===== config.mk =====
export PLATFORM = sky130hd
export DESIGN_NAME = tmr_chan_top
export DESIGN_NICKNAME = d
export VERILOG_FILES = /design/src/rtl/tmr_pkg.sv /design/src/rtl/tmr_prescale.sv /design/src/rtl/tmr_counter.sv /design/src/rtl/tmr_ctrl.sv /design/src/rtl/tmr_chan_top.sv
export SDC_FILE = /design/constraint.sdc
export NUM_CORES = 1
export LEC_CHECK = 0
export BUFFER_PORTS_ARGS = -buffer_cell sky130_fd_sc_hd__buf_2
export CAP_MARGIN = 5
export CORE_ASPECT_RATIO = 0.75
export CORE_MARGIN = 2
export CORE_UTILIZATION = 55
export CTS_BUF_LIST = sky130_fd_sc_hd__clkbuf_4 sky130_fd_sc_hd__clkbuf_8
export DETAILED_ROUTE_END_ITERATION = 12
export GPL_ROUTABILITY_DRIVEN = 0
export PLACE_DENSITY = 0.76
export SETUP_SLACK_MARGIN = 0.1
export SLEW_MARGIN = 30
export SYNTH_ARGS = -nofsm -noshare
export SYNTH_HDL_FRONTEND = slang
export SYNTH_SLANG_ARGS = --single-unit

===== constraint.sdc =====
create_clock -name clk -period 2.2 [get_ports clk]
set_input_delay 0.11 -clock clk [delete_from_list [all_inputs] [get_ports clk]]
set_output_delay 0.11 -clock clk [all_outputs]
set_load 0.02 [all_outputs]

===== src/rtl/tmr_pkg.sv =====
package tmr_pkg;
  localparam int unsigned ADDR_W     = 2;
  localparam logic [ADDR_W-1:0] A_RELOAD = 2'd0;
  localparam logic [ADDR_W-1:0] A_COUNT  = 2'd1;
  localparam logic [ADDR_W-1:0] A_CTRL   = 2'd2;
  localparam int unsigned SEL_W      = 3;
  localparam int unsigned IE_BIT     = 5;
  localparam int unsigned FLAG_BIT   = 8;
  localparam int unsigned CTRL_KEEP  = 8;
endpackage


===== src/rtl/tmr_prescale.sv =====
module tmr_prescale #(
  parameter int unsigned STEPS = 5,
  parameter int unsigned SEL_W = 3
) (
  input  logic             clk,
  input  logic             rst,
  input  logic             start,
  input  logic [SEL_W-1:0] sel,
  output logic             ce
);
  localparam int unsigned DIV_W = 2 * STEPS;

  logic [DIV_W-1:0] div_q;
  logic [DIV_W-1:0] mask;
  logic             sel_ok;

  assign sel_ok = (32'(sel) < STEPS);

  always_comb begin
    mask = '0;
    for (int i = 0; i < STEPS; i++) begin
      if (32'(sel) == i) mask = DIV_W'((64'd1 << (2 * (i + 1))) - 64'd1);
    end
  end

  always_ff @(posedge clk) begin
    if (rst || !start) div_q <= '0;
    else               div_q <= div_q + 1'b1;
  end

  assign ce = start && sel_ok && ((div_q & mask) == mask);


  reserved_sel_chk: assert property (@(posedge clk) disable iff (rst)
    (32'(sel) >= STEPS) |-> !ce);
endmodule


===== src/rtl/tmr_counter.sv =====
module tmr_counter #(
  parameter int unsigned CNT_W = 32
) (
  input  logic             clk,
  input  logic             rst,
  input  logic             ce,
  input  logic             wr_rel,
  input  logic             wr_cnt,
  input  logic [CNT_W-1:0] wdata,
  output logic [CNT_W-1:0] cnt,
  output logic [CNT_W-1:0] reload,
  output logic             uf
);
  logic [CNT_W-1:0] cnt_q, rel_q;

  assign uf = ce && (cnt_q == '0);

  always_ff @(posedge clk) begin
    if (rst) begin
      cnt_q <= '1;
      rel_q <= '1;
    end else begin
      if (wr_rel) rel_q <= wdata;
      if (wr_cnt)    cnt_q <= wdata;
      else if (uf)   cnt_q <= rel_q;
      else if (ce)   cnt_q <= cnt_q - 1'b1;
    end
  end

  assign cnt    = cnt_q;
  assign reload = rel_q;


  hold_chk: assert property (@(posedge clk) disable iff (rst)
    (!ce && !wr_cnt) |=> $stable(cnt_q));

  reload_chk: assert property (@(posedge clk) disable iff (rst)
    (ce && cnt_q == '0 && !wr_cnt) |=> (cnt_q == $past(rel_q)));
endmodule


===== src/rtl/tmr_ctrl.sv =====
module tmr_ctrl #(
  parameter int unsigned SEL_W    = 3,
  parameter int unsigned KEEP     = 8,
  parameter int unsigned IE_BIT   = 5,
  parameter int unsigned FLAG_BIT = 8,
  parameter int unsigned DATA_W   = 32
) (
  input  logic              clk,
  input  logic              rst,
  input  logic              wr,
  input  logic [DATA_W-1:0] wdata,
  input  logic              uf,
  output logic [SEL_W-1:0]  sel,
  output logic              ie,
  output logic              flag,
  output logic [DATA_W-1:0] view
);
  logic [KEEP-1:0] ctl_q;
  logic            flag_q;

  always_ff @(posedge clk) begin
    if (rst) begin
      ctl_q  <= '0;
      flag_q <= 1'b0;
    end else begin
      if (wr) ctl_q <= wdata[KEEP-1:0];
      if (uf)                        flag_q <= 1'b1;
      else if (wr && !wdata[FLAG_BIT]) flag_q <= 1'b0;
    end
  end

  always_comb begin
    view           = '0;
    view[KEEP-1:0] = ctl_q;
    view[FLAG_BIT] = flag_q;
  end

  assign sel  = ctl_q[SEL_W-1:0];
  assign ie   = ctl_q[IE_BIT];
  assign flag = flag_q;


  flag_rise_chk: assert property (@(posedge clk) disable iff (rst)
    $rose(flag_q) |-> $past(uf));

  flag_keep_chk: assert property (@(posedge clk) disable iff (rst)
    (wr && wdata[FLAG_BIT] && !uf) |=> (flag_q == $past(flag_q)));

  flag_clr_chk: assert property (@(posedge clk) disable iff (rst)
    (wr && !wdata[FLAG_BIT] && !uf) |=> !flag_q);
endmodule


===== src/rtl/tmr_chan_top.sv =====
module tmr_chan_top #(
  parameter int unsigned CNT_W = 32,
  parameter int unsigned STEPS = 5
) (
  input  logic        clk,
  input  logic        rst,
  input  logic        start,
  input  logic        wr_en,
  input  logic        rd_en,
  input  logic [1:0]  addr,
  input  logic [31:0] wdata,
  output logic [31:0] rdata,
  output logic        irq
);
  import tmr_pkg::*;

  logic             ce, uf, ie, flag;
  logic [SEL_W-1:0] sel;
  logic [CNT_W-1:0] cnt, reload;
  logic [31:0]      ctl_view;
  logic [31:0]      rd_mux;
  logic [31:0]      rdata_q;

  tmr_prescale #(.STEPS(STEPS), .SEL_W(SEL_W)) u_pre (
    .clk(clk), .rst(rst), .start(start), .sel(sel), .ce(ce)
  );

  tmr_counter #(.CNT_W(CNT_W)) u_cnt (
    .clk(clk), .rst(rst), .ce(ce),
    .wr_rel(wr_en && addr == A_RELOAD),
    .wr_cnt(wr_en && addr == A_COUNT),
    .wdata(wdata[CNT_W-1:0]),
    .cnt(cnt), .reload(reload), .uf(uf)
  );

  tmr_ctrl #(.SEL_W(SEL_W), .KEEP(CTRL_KEEP), .IE_BIT(IE_BIT),
             .FLAG_BIT(FLAG_BIT), .DATA_W(32)) u_ctl (
    .clk(clk), .rst(rst), .wr(wr_en && addr == A_CTRL), .wdata(wdata),
    .uf(uf), .sel(sel), .ie(ie), .flag(flag), .view(ctl_view)
  );

  always_comb begin
    case (addr)
      A_RELOAD: rd_mux = 32'(reload);
      A_COUNT:  rd_mux = 32'(cnt);
      A_CTRL:   rd_mux = ctl_view;
      default:  rd_mux = '0;
    endcase
  end

  always_ff @(posedge clk) begin
    if (rst)        rdata_q <= '0;
    else if (rd_en) rdata_q <= rd_mux;
  end

  assign rdata = rdata_q;
  assign irq   = flag & ie;


  rdata_hold_chk: assert property (@(posedge clk) disable iff (rst)
    !rd_en |=> $stable(rdata_q));
endmodule


# Yosys cells after proc, flatten, opt, wreduce, memory -nomap -nowiden

Index checks and enable logic that the tools add are counted.
Widths: inputs -> output; s select.

Latch bits: 0
Output and inout port bits: 33
Register bits after elaboration: 115
Word-level logic and storage cells: 44
Memories: 0
RAM bits: 0
Input bits: 39
Bits in read-only memories: 0

Shifts and indexed selects: 0
Equality and inequality tests: 7
Multipliers: 0
Mux-type cells: 11
$lt $le $gt $ge: 1
Reduce and logical (&&, ||, !) cells: 15
Add/sub/neg operators: 2
Bitwise operators: 2
Divide/modulo/power cells: 0

Operator list:

| kind                  | count |
|---|---|
| $mux 32               | 3 |
| $pmux 32 s3           | 1 |
| $logic_not 32->1      | 1 |
| $sub 32x1->32 const B | 1 |
| $add 10x1->10 const B | 1 |
| $and 10x10->10        | 1 |
| $eq 10x10->1          | 1 |
| $mux 10               | 1 |
| $mux 8                | 1 |
| $logic_and 1x1->1     | 7 |
| $eq 3x2->1 const B    | 2 |
| $mux 6                | 1 |
| $mux 4                | 1 |
| $eq 3x1->1 const B    | 1 |
| $eq 3x3->1 const B    | 1 |
| $logic_not 3->1       | 1 |
| $lt 3x3->1 const B    | 1 |
| $reduce_bool 3->1     | 1 |
| $eq 2x1->1 const B    | 1 |
| $eq 2x2->1 const B    | 1 |
| $logic_not 1->1       | 2 |
| $logic_not 2->1       | 1 |
| $mux 1                | 2 |
| $mux 2                | 1 |
| 3 further kinds       | 3 |

# Logic depth before layout (Yosys ltp)

Gate-level depths: netlist of run 1.

Word-level depth: 12
Depth in mapped cells: 10
Mapped depth without buffers: 8

# Modules after synthesis

Synthesis of run 1 repeated with hierarchy kept, for this count alone.

Cells, all modules: 756
Area, all modules: 6586.3 µm²

Modules (own cells, without submodules):

| module       | times used | cells each | area an instance (µm²) |
|---|---|---|---|
| tmr_counter  | 1          | 422        | 3403.3 |
| tmr_chan_top | 1          | 222        | 2165.8 |
| tmr_ctrl     | 1          | 59         | 545.5 |
| tmr_prescale | 1          | 53         | 471.7 |

# Worst setup path before layout of run 1

OpenSTA, ideal clock, no wires.

Path type: reg2reg
Start: reg u_cnt.cnt_q[0], in the netlist u_cnt.cnt[0]
End: reg u_cnt.cnt_q[20], in the netlist u_cnt.cnt[20]
Path slack: 52 ps
Cell stages (with the launch flop): 10
Setup time: 123 ps
Arrival: 2025 ps
Cells stage by stage: dfxtp_1 -> inv_1 -> ha_1 -> nor3b_1 -> nand3_1 -> clkbuf_1 -> nor4_1 -> xor2_1 -> o221ai_1 -> nand3_1

Word-level cells in the longest chain between the ends: 4
Elaborated cells between the ends (all ways): 7
Classes of those cells: add/sub (1); mux (3); reduce/logical (3)

RTL lines:

| item                                                     | RTL line                             | text |
|---|---|---|
| start, declared                                          | tmr_counter.sv:14                    | `logic [CNT_W-1:0] cnt_q, rel_q;` |
| start signal, assigned                                   | tmr_counter.sv:24                    | `if (wr_cnt) cnt_q <= wdata;` |
| start signal, assigned                                   | tmr_counter.sv:25                    | `else if (uf) cnt_q <= rel_q;` |
| start signal, assigned                                   | tmr_counter.sv:26                    | `else if (ce) cnt_q <= cnt_q - 1'b1;` |
| $sub 32x1->32 / $logic_not 32->1 (equally long branches) | tmr_counter.sv:26, tmr_counter.sv:16 |  |
| $mux 32 / $logic_and 1x1->1 (equally long branches)      | tmr_counter.sv:26, tmr_counter.sv:16 |  |
| $mux 32                                                  | tmr_counter.sv:25                    |  |
| $mux 32                                                  | tmr_counter.sv:24                    |  |

Several ways; a longest one is shown, not always the timed one. The select of a mux whose other input is x is not followed.
A chain may end at the register's enable or synchronous reset.

# Worst setup path after layout of run 1

Start: reg u_cnt.cnt_q[9], in the netlist u_cnt.cnt[9]
End: reg u_cnt.cnt_q[17], in the netlist u_cnt.cnt[17]

The elaborated chain is that of the path after synthesis.

==> impl_results.md, run 1 <==
- Crit path from: u_cnt.cnt[9]
- CTS root buf: clkbuf_8
- DRT antenna net count: 0
- Final WS setup: 0.0150 ns
- Pre-CTS setup slack: -0.0619 ns
- Register area share after synthesis: 39.0%
- Port buffer count: 71
- Vias in the first global route: 5372
- RR Endpoint: u_cnt.cnt[17]
- Pre-Repair DR Iteration Count: 5
- Hold Violations, Final: 0
- Vias: 5826
- Wire length per cell: between 15 and 20 um
- Layout cells sized above 1: 28.9%
- Largest net degree at the start of global routing: 65
- DIE WIDTH: approximately 120 um
- P_leak: 3.11 nW
- Layout area overhead: 31.4%
- Synthesized cell area: 0.00590 mm^2
- Total gr overflow: 0
- Final period util: 99.3%
- Worst path required time: 2.58 ns
- Ys async rst share: 0%
- Reg2reg path depth: 8
- Total GRT Usage: 30.2%
- Flop2flop setup slack: 0.01 ns
- H-tree Lvls: 4
- WL final: 17400 um
- Placed insts: roughly 900
- Initial Util: a little under three fifths
- Post-Synthesis Cells: about 700
- Synth warnings: 0
- Setup Viol. Count Final: 0
- Row cnt: 32
- CTS tree: yes
- Average cell area after synthesis: 8.44 um^2
- First-pass GRT wire length: 27200 um
- Ant diodes: 0
- Later-pin clock latency in the skew report: approximately 0.46 ns
- Synth unique cells: 57
- Max IR drop VDD: 0.429 mV
- Max_slew headroom: between 60% and 70%
- RSZ-0062 raised after global routing: yes
- DRC violations left: 0
- Number of flops mapped to enable cells by yosys: 0
- Post-synthesis register bit count: between 100 and 150
- Num CTS Buffers: 17
- Power Dens Cells: ~660 mW/mm^2
- Die height: 93.7 um
- Max-cap viol count: 0
- Vias per inst: 5.94
- Ports: 72
- Final #Nets: slightly below 900
- Core footprint: between 0.01 and 0.015 mm^2
- Syn nets: 741
- Ys flop type: dfxtp_1
- Crit. End Element: register
- Setup Skew: 0.00874 ns
- Status: finished, final reports clean
- Post-DP HPWL: 10800 um
- Initial antenna violation count: 0
- Hold Path End: u_ctl.ctl_q[2]
- Hold WC Path Type: in2reg
- CP arrival: 2.56 ns
- Clock-pin slew on the worst setup and hold paths: about 0.070 ns
- Die footprint: 0.0116 mm^2
- Max clock buf depth: 2
- Maximum clock rate: 458 MHz
- Worst slew pin tran: 0.517 ns
- Fin crit period: 2.19 ns
- Min-delay src: wr_en
- Fin cells: 981
- WHS Path Cells: 3
- Worst Path Max Fanout: 6
- RR Startpoint: u_cnt.cnt[9]
- Crit path launch type: register
- Starting DRT DRC Count: 606
- Clock sink total: 115
- Critical path class: reg2reg
- Fin. max-slew vios: 0
[cell type report]
| class | instances | area [um^2] |
|---|---|---|
| multi-input combinational | 521 | 3510 |
| fill | 700 | 2610 |
| sequential | 115 | 2320 |
| timing repair buffer | 172 | 1300 |
| clock buffer | 22 | 284 |
| tap | 136 | 170 |
| clock inverter | 10 | 155 |
| inverter | 5 | 18.8 |
[cell families (layout without fill, tap and decap cells)]
logic type / after synthesis / in the layout / share of synthesized area (%)
simple gates: 278 / 278 / 25.0
fa+ha+maj: 3 / 3 / 0.636
xor+xnor: 27 / 27 / 4.01
buf+inv: 63 / 209 / 4.45
flops: 115 / 115 / 39.0
mux: 39 / 39 / 7.12
compound gates: 174 / 174 / 19.8
[cell usage after synthesis (4+ instances only)]
master / instances / area share (%)
o21ai_0: 11 / 0.93
inv_1: 5 / 0.32
clkbuf_1: 48 / 3.1
mux2i_1: 15 / 2.5
nor2_1: 80 / 5.1
mux2_2: 24 / 4.6
nor3_1: 15 / 1.3
nand4_1: 5 / 0.53
xor2_1: 19 / 2.8
xnor2_1: 8 / 1.2
o211ai_1: 12 / 1.5
a211oi_1: 9 / 1.1
a211o_1: 40 / 5.9
dfxtp_1: 115 / 39
o221ai_1: 10 / 1.5
or4_1: 4 / 0.51
nor4_1: 7 / 0.74
a21oi_1: 72 / 6.1
nand3_1: 53 / 4.5
nand2_1: 28 / 1.8
nor2b_1: 56 / 5.9
a31oi_1: 4 / 0.42
[how the worst max path moves through the flow]
stage / depth (start not counted) / endpoint
6_report: 8 / u_cnt.cnt[17]
5_1_grt: 8 / u_cnt.cnt[17]
4_1_cts: 9 / u_cnt.cnt[24]
3_5_place_dp: 9 / u_cnt.cnt[24]
3_3_place_gp: 9 / u_cnt.cnt[24]
2_1_floorplan: 8 / u_cnt.cnt[31]
[report_power, final]
| group | switching [mW] | total, mW | internal [mW] |
|---|---|---|---|
| registers | 0.0880 | 2.28 | 2.19 |
| clock network | 0.883 | 2.21 | 1.32 |
| logic | 0.363 | 0.664 | 0.301 |
[stage by stage]
stage | util, % | instance area, um^2 | hold WS [ns] | TNS (ns) | power [mW]
after floorplan | - | 5930 | 0.228 | 0 | 2.69
after global placement | 63.9 | 6630 | 0.330 | 0 | 2.88
after detailed placement | 63.9 | 6630 | 0.335 | -0.216 | 2.90
after CTS | 71.9 | 7460 | 0.0250 | 0 | 5.12
after global routing | 74.8 | 7760 | 0.0397 | -0.105 | 5.34
final | 74.8 | 7760 | 0.0336 | 0 | 5.15
[critical path: stages (launching register included)]
cell	delay (ns)
dfxtp_1	0.36
nor4_4	0.29
buf_4	0.17
nand4_4	0.09
or3_4	0.46
buf_12	0.16
buf_4	0.15
a211o_1	0.26
a31oi_1	0.15
[sequential cells by signal (all words and copies together), names as in the netlist]
signal / count
rdata: 32
u_cnt.cnt: 32
u_cnt.reload: 32
u_ctl.ctl_q: 8
u_ctl.flag: 1
u_pre.div_q: 10
[per-layer routing]
layer	GRT usage [%]	vias to the layer above	routed length, um
met4	10.1	0	302
met5	0	-	0
li1	-	2786	-
met1	43.0	2761	7850
met3	7.28	39	1280
met2	44.7	240	7960
[placed cells by master, fill, tap and decap left out, types with 5 or more instances in the layout]
cell | synthesis | routed
dfxtp_1 | 115 | 106
nor2_1 | 80 | 77
a21oi_1 | 72 | 71
buf_2 | 3 | 70
buf_4 | 2 | 61
nor2b_1 | 56 | 56
nand3_1 | 53 | 51
a211o_1 | 40 | 40
dlygate4sd3_1 | 0 | 32
nand2_1 | 28 | 28
mux2_2 | 24 | 24
xor2_1 | 19 | 19
clkbuf_8 | 0 | 19
mux2i_1 | 15 | 15
o211ai_1 | 12 | 12
nor3_1 | 15 | 11
a211oi_1 | 9 | 9
xnor2_1 | 8 | 8
dfxtp_2 | 0 | 8
o21ai_0 | 11 | 7
nand4_1 | 5 | 5
o221ai_1 | 10 | 5
o221ai_2 | 0 | 5
buf_12 | 0 | 5
[repair_timing]
action | 4_1_cts | 5_1_grt
endpoints found under the setup margin | 27 | 31
gates resized for setup | 10 | 44
hold endpoints to repair | 71 | 0
pin swaps | 3 | 14
buffers inserted | 2 | 11
hold buffers | 32 | 0
gates cloned | 0 | 2
(Power assumes the default switching activity.)
==> run 2: changes to the inputs <==
--- a/config.mk
+++ b/config.mk
@@ -10,10 +10,10 @@
 export CORE_ASPECT_RATIO = 0.75
 export CORE_MARGIN = 2
 export CORE_UTILIZATION = 55
-export CTS_BUF_LIST = sky130_fd_sc_hd__clkbuf_4 sky130_fd_sc_hd__clkbuf_8
+export CTS_BUF_LIST = sky130_fd_sc_hd__clkbuf_8
 export DETAILED_ROUTE_END_ITERATION = 12
 export GPL_ROUTABILITY_DRIVEN = 0
-export PLACE_DENSITY = 0.76
+export PLACE_DENSITY = 0.73
 export SETUP_SLACK_MARGIN = 0.1
 export SLEW_MARGIN = 30
 export SYNTH_ARGS = -nofsm -noshare
==> constraint.sdc (replaced) <==
create_clock -name clk -period 2.6 [get_ports clk]
set_input_delay 0.13 -clock clk [delete_from_list [all_inputs] [get_ports clk]]
set_output_delay 0.13 -clock clk [all_outputs]
set_load 0.02 [all_outputs]
==> run 2 against run 1 <==
  * Register-to-register slack improved by 0.16 ns
  * Wire length shrank 9.3%
  * Final area fell by 6.6%
  * Sequential power down 15%
  * Critical path type unchanged
  * Largest power group is now clock
==> impl_results.md, run 2 (same netlist as run 1, synthesis figures left out) <==
- CTS tree: yes
- Internal power: 3.32 mW
- Layout cells sized above 1: 20.7%
- Die height: between 90 and 100 um
- Ports: 72
- Final WS setup: approximately 0.18 ns
- Comb power frac: 11.1%
- Critical path class: reg2reg
- Most frequent cells in the layout: dfxtp_1, nor2_1, a21oi_1
- Reg2reg path depth: 9
- Hold WC Path Type: in2reg
- Setup TNS: 0 ns
- H-tree Lvls: 4
- Port buffer count: roughly 70
- Min-delay src: wr_en
- Row cnt: 32
- Crit path launch type: register
- Setup Skew: 0.0121 ns
- Hold Violations, Final: 0
- Max-cap viol count: 0
- Layout area overhead: 22.7%
- Wire length per cell: between 15 and 20 um
- Pre-CTS setup slack: 0.0998 ns
- Max clock buf depth: 2
- Crit. End Element: register
- PnR Total Power: 4.49 mW
- RR Endpoint: u_cnt.cnt[12]
- Status: finished, final reports clean
- RSZ-0062 raised after global routing: yes
- Initial antenna violation count: 0
- WL final: about 16000 um
- Worst Path Max Fanout: 13
- Vias in the first global route: 5227
- Later-pin clock latency in the skew report: 0.44 ns
- Sequential Power Share: a little over two fifths
- Fillers: 792
- DRT antenna net count: 0
- Worst path required time: 2.93 ns
- Ant diodes: 0
- WHS Path Cells: 3
- Die footprint: 0.0116 mm^2
- Maximum clock rate: 413 MHz
- CTS root buf: clkbuf_8
- Starting DRT DRC Count: 415
- Fin crit period: 2.42 ns
- Post-DP HPWL: 10400 um
- Hold Path End: u_ctl.ctl_q[1]
- Largest net degree at the start of global routing: 70
- CP arrival: 2.75 ns
- Num CTS Buffers: 17
- Fin. max-slew vios: 0
- Max_slew headroom: 51.2%
- Final #Nets: 830
- Clock Power Share: 45.8%
- Setup Viol. Count Final: 0
- DRC violations left: 0
- Commonest non-fill, non-tap cell in the layout: dfxtp_1
- Initial Util: 56.9%
- Switching power: 1.16 mW
- Core footprint: 0.0104 mm^2
- Net Sw Frac: 25.9%
- RR Startpoint: u_cnt.cnt[0]
- Vias per inst: 5.97
- Worst slew pin tran: between 0.7 and 0.8 ns
- Total GRT Usage: 28.3%
- Total gr overflow: 0
- P_leak: 2.85 nW
- DIE WIDTH: 124 um
- Pre-Repair DR Iteration Count: 5
- First-pass GRT wire length: 25700 um
- Clock sink total: around 120
- Flop2flop setup slack: about 0.18 ns
- Clock-pin slew on the worst setup and hold paths: 0.08 ns
- Final period util: 93.1%
- Max IR drop VDD: approximately 0.53 mV
- Vias: 5591
- Power Dens Cells: 620 mW/mm^2
[run 2: cell count changes in the layout (fill, tap and decap cells not counted), sizes merged]
| cell | change |
|---|---|
| bufinv | +2 |
| clkinvlp | +1 |
| clkbuf | -7 |
| inv | +1 |
| buf | -42 |
| clkinv | +1 |
[run 2: layout make-up]
class	count	area (um^2)	area share, %
Timing Repair Buffer	128	903	12.5
Clock inverter	15	255	3.53
Multi-Input combinational cell	521	3360	46.4
Tap cell	136	170	2.35
Clock buffer	17	234	3.23
Inverter	5	18.8	0.259
Sequential cell	115	2300	31.8
[run 2: metal layers]
layer	GRT usage [%]	up-vias	part of all wire [%]
met5	0	-	0
met4	9.75	0	1.5
met3	6.37	23	6.5
met2	42.5	198	44
met1	39.9	2677	48
li1	-	2693	-
[run 2: power groups by stage]
stage / combinational, mW / clock, mW / sequential, mW
after floorplan: 0.286 / 0 / 1.99
after global placement: 0.445 / 0 / 1.96
after detailed placement: 0.456 / 0 / 1.97
after CTS: 0.496 / 2.07 / 1.93
after global routing: 0.548 / 2.15 / 1.95
final: 0.498 / 2.05 / 1.93
[run 2: worst max path at each step]
stage | startpoint | to | slack, ns
detailed placement | u_cnt.cnt[0] | u_cnt.cnt[4] | 0.1
CTS | u_cnt.cnt[0] | u_cnt.cnt[12] | 0.13
global route | u_cnt.cnt[8] | u_cnt.cnt[12] | 0.09
global placement | u_cnt.cnt[0] | u_cnt.cnt[4] | 0.24
floorplan | u_cnt.cnt[0] | u_cnt.cnt[20] | 0.45
finish | u_cnt.cnt[0] | u_cnt.cnt[12] | 0.18
[run 2: worst max-delay path, cell delays in order, from the launching register on]
cell and delay [ns]:
dfxtp_1 0.37, inv_1 0.11, ha_1 0.15, nor4b_2 0.30, nand4_4 0.21, or3_4 0.46, buf_4 0.20, mux2i_1 0.15
o21ai_1 0.07, a211o_1 0.27
[run 2: through the flow]
stage,util [%],cells,hold slack (ns),area (um^2)
2_1_floorplan,-,699,0.248,5900
3_3_place_gp,61.6,871,0.352,6390
3_5_place_dp,61.6,871,0.355,6390
4_1_cts,69.7,937,0.0633,7220
5_1_grt,69.8,937,0.0926,7240
6_report,69.8,937,0.0872,7240
[run 2: timing repair]
action / in CTS / in global routing
endpoints found under the hold margin: 68 / 0
pin swaps: 1 / 0
setup buffers: 2 / 0
endpoints found under the setup margin: 3 / 6
gates resized for setup: 0 / 3
hold buffers: 32 / 0
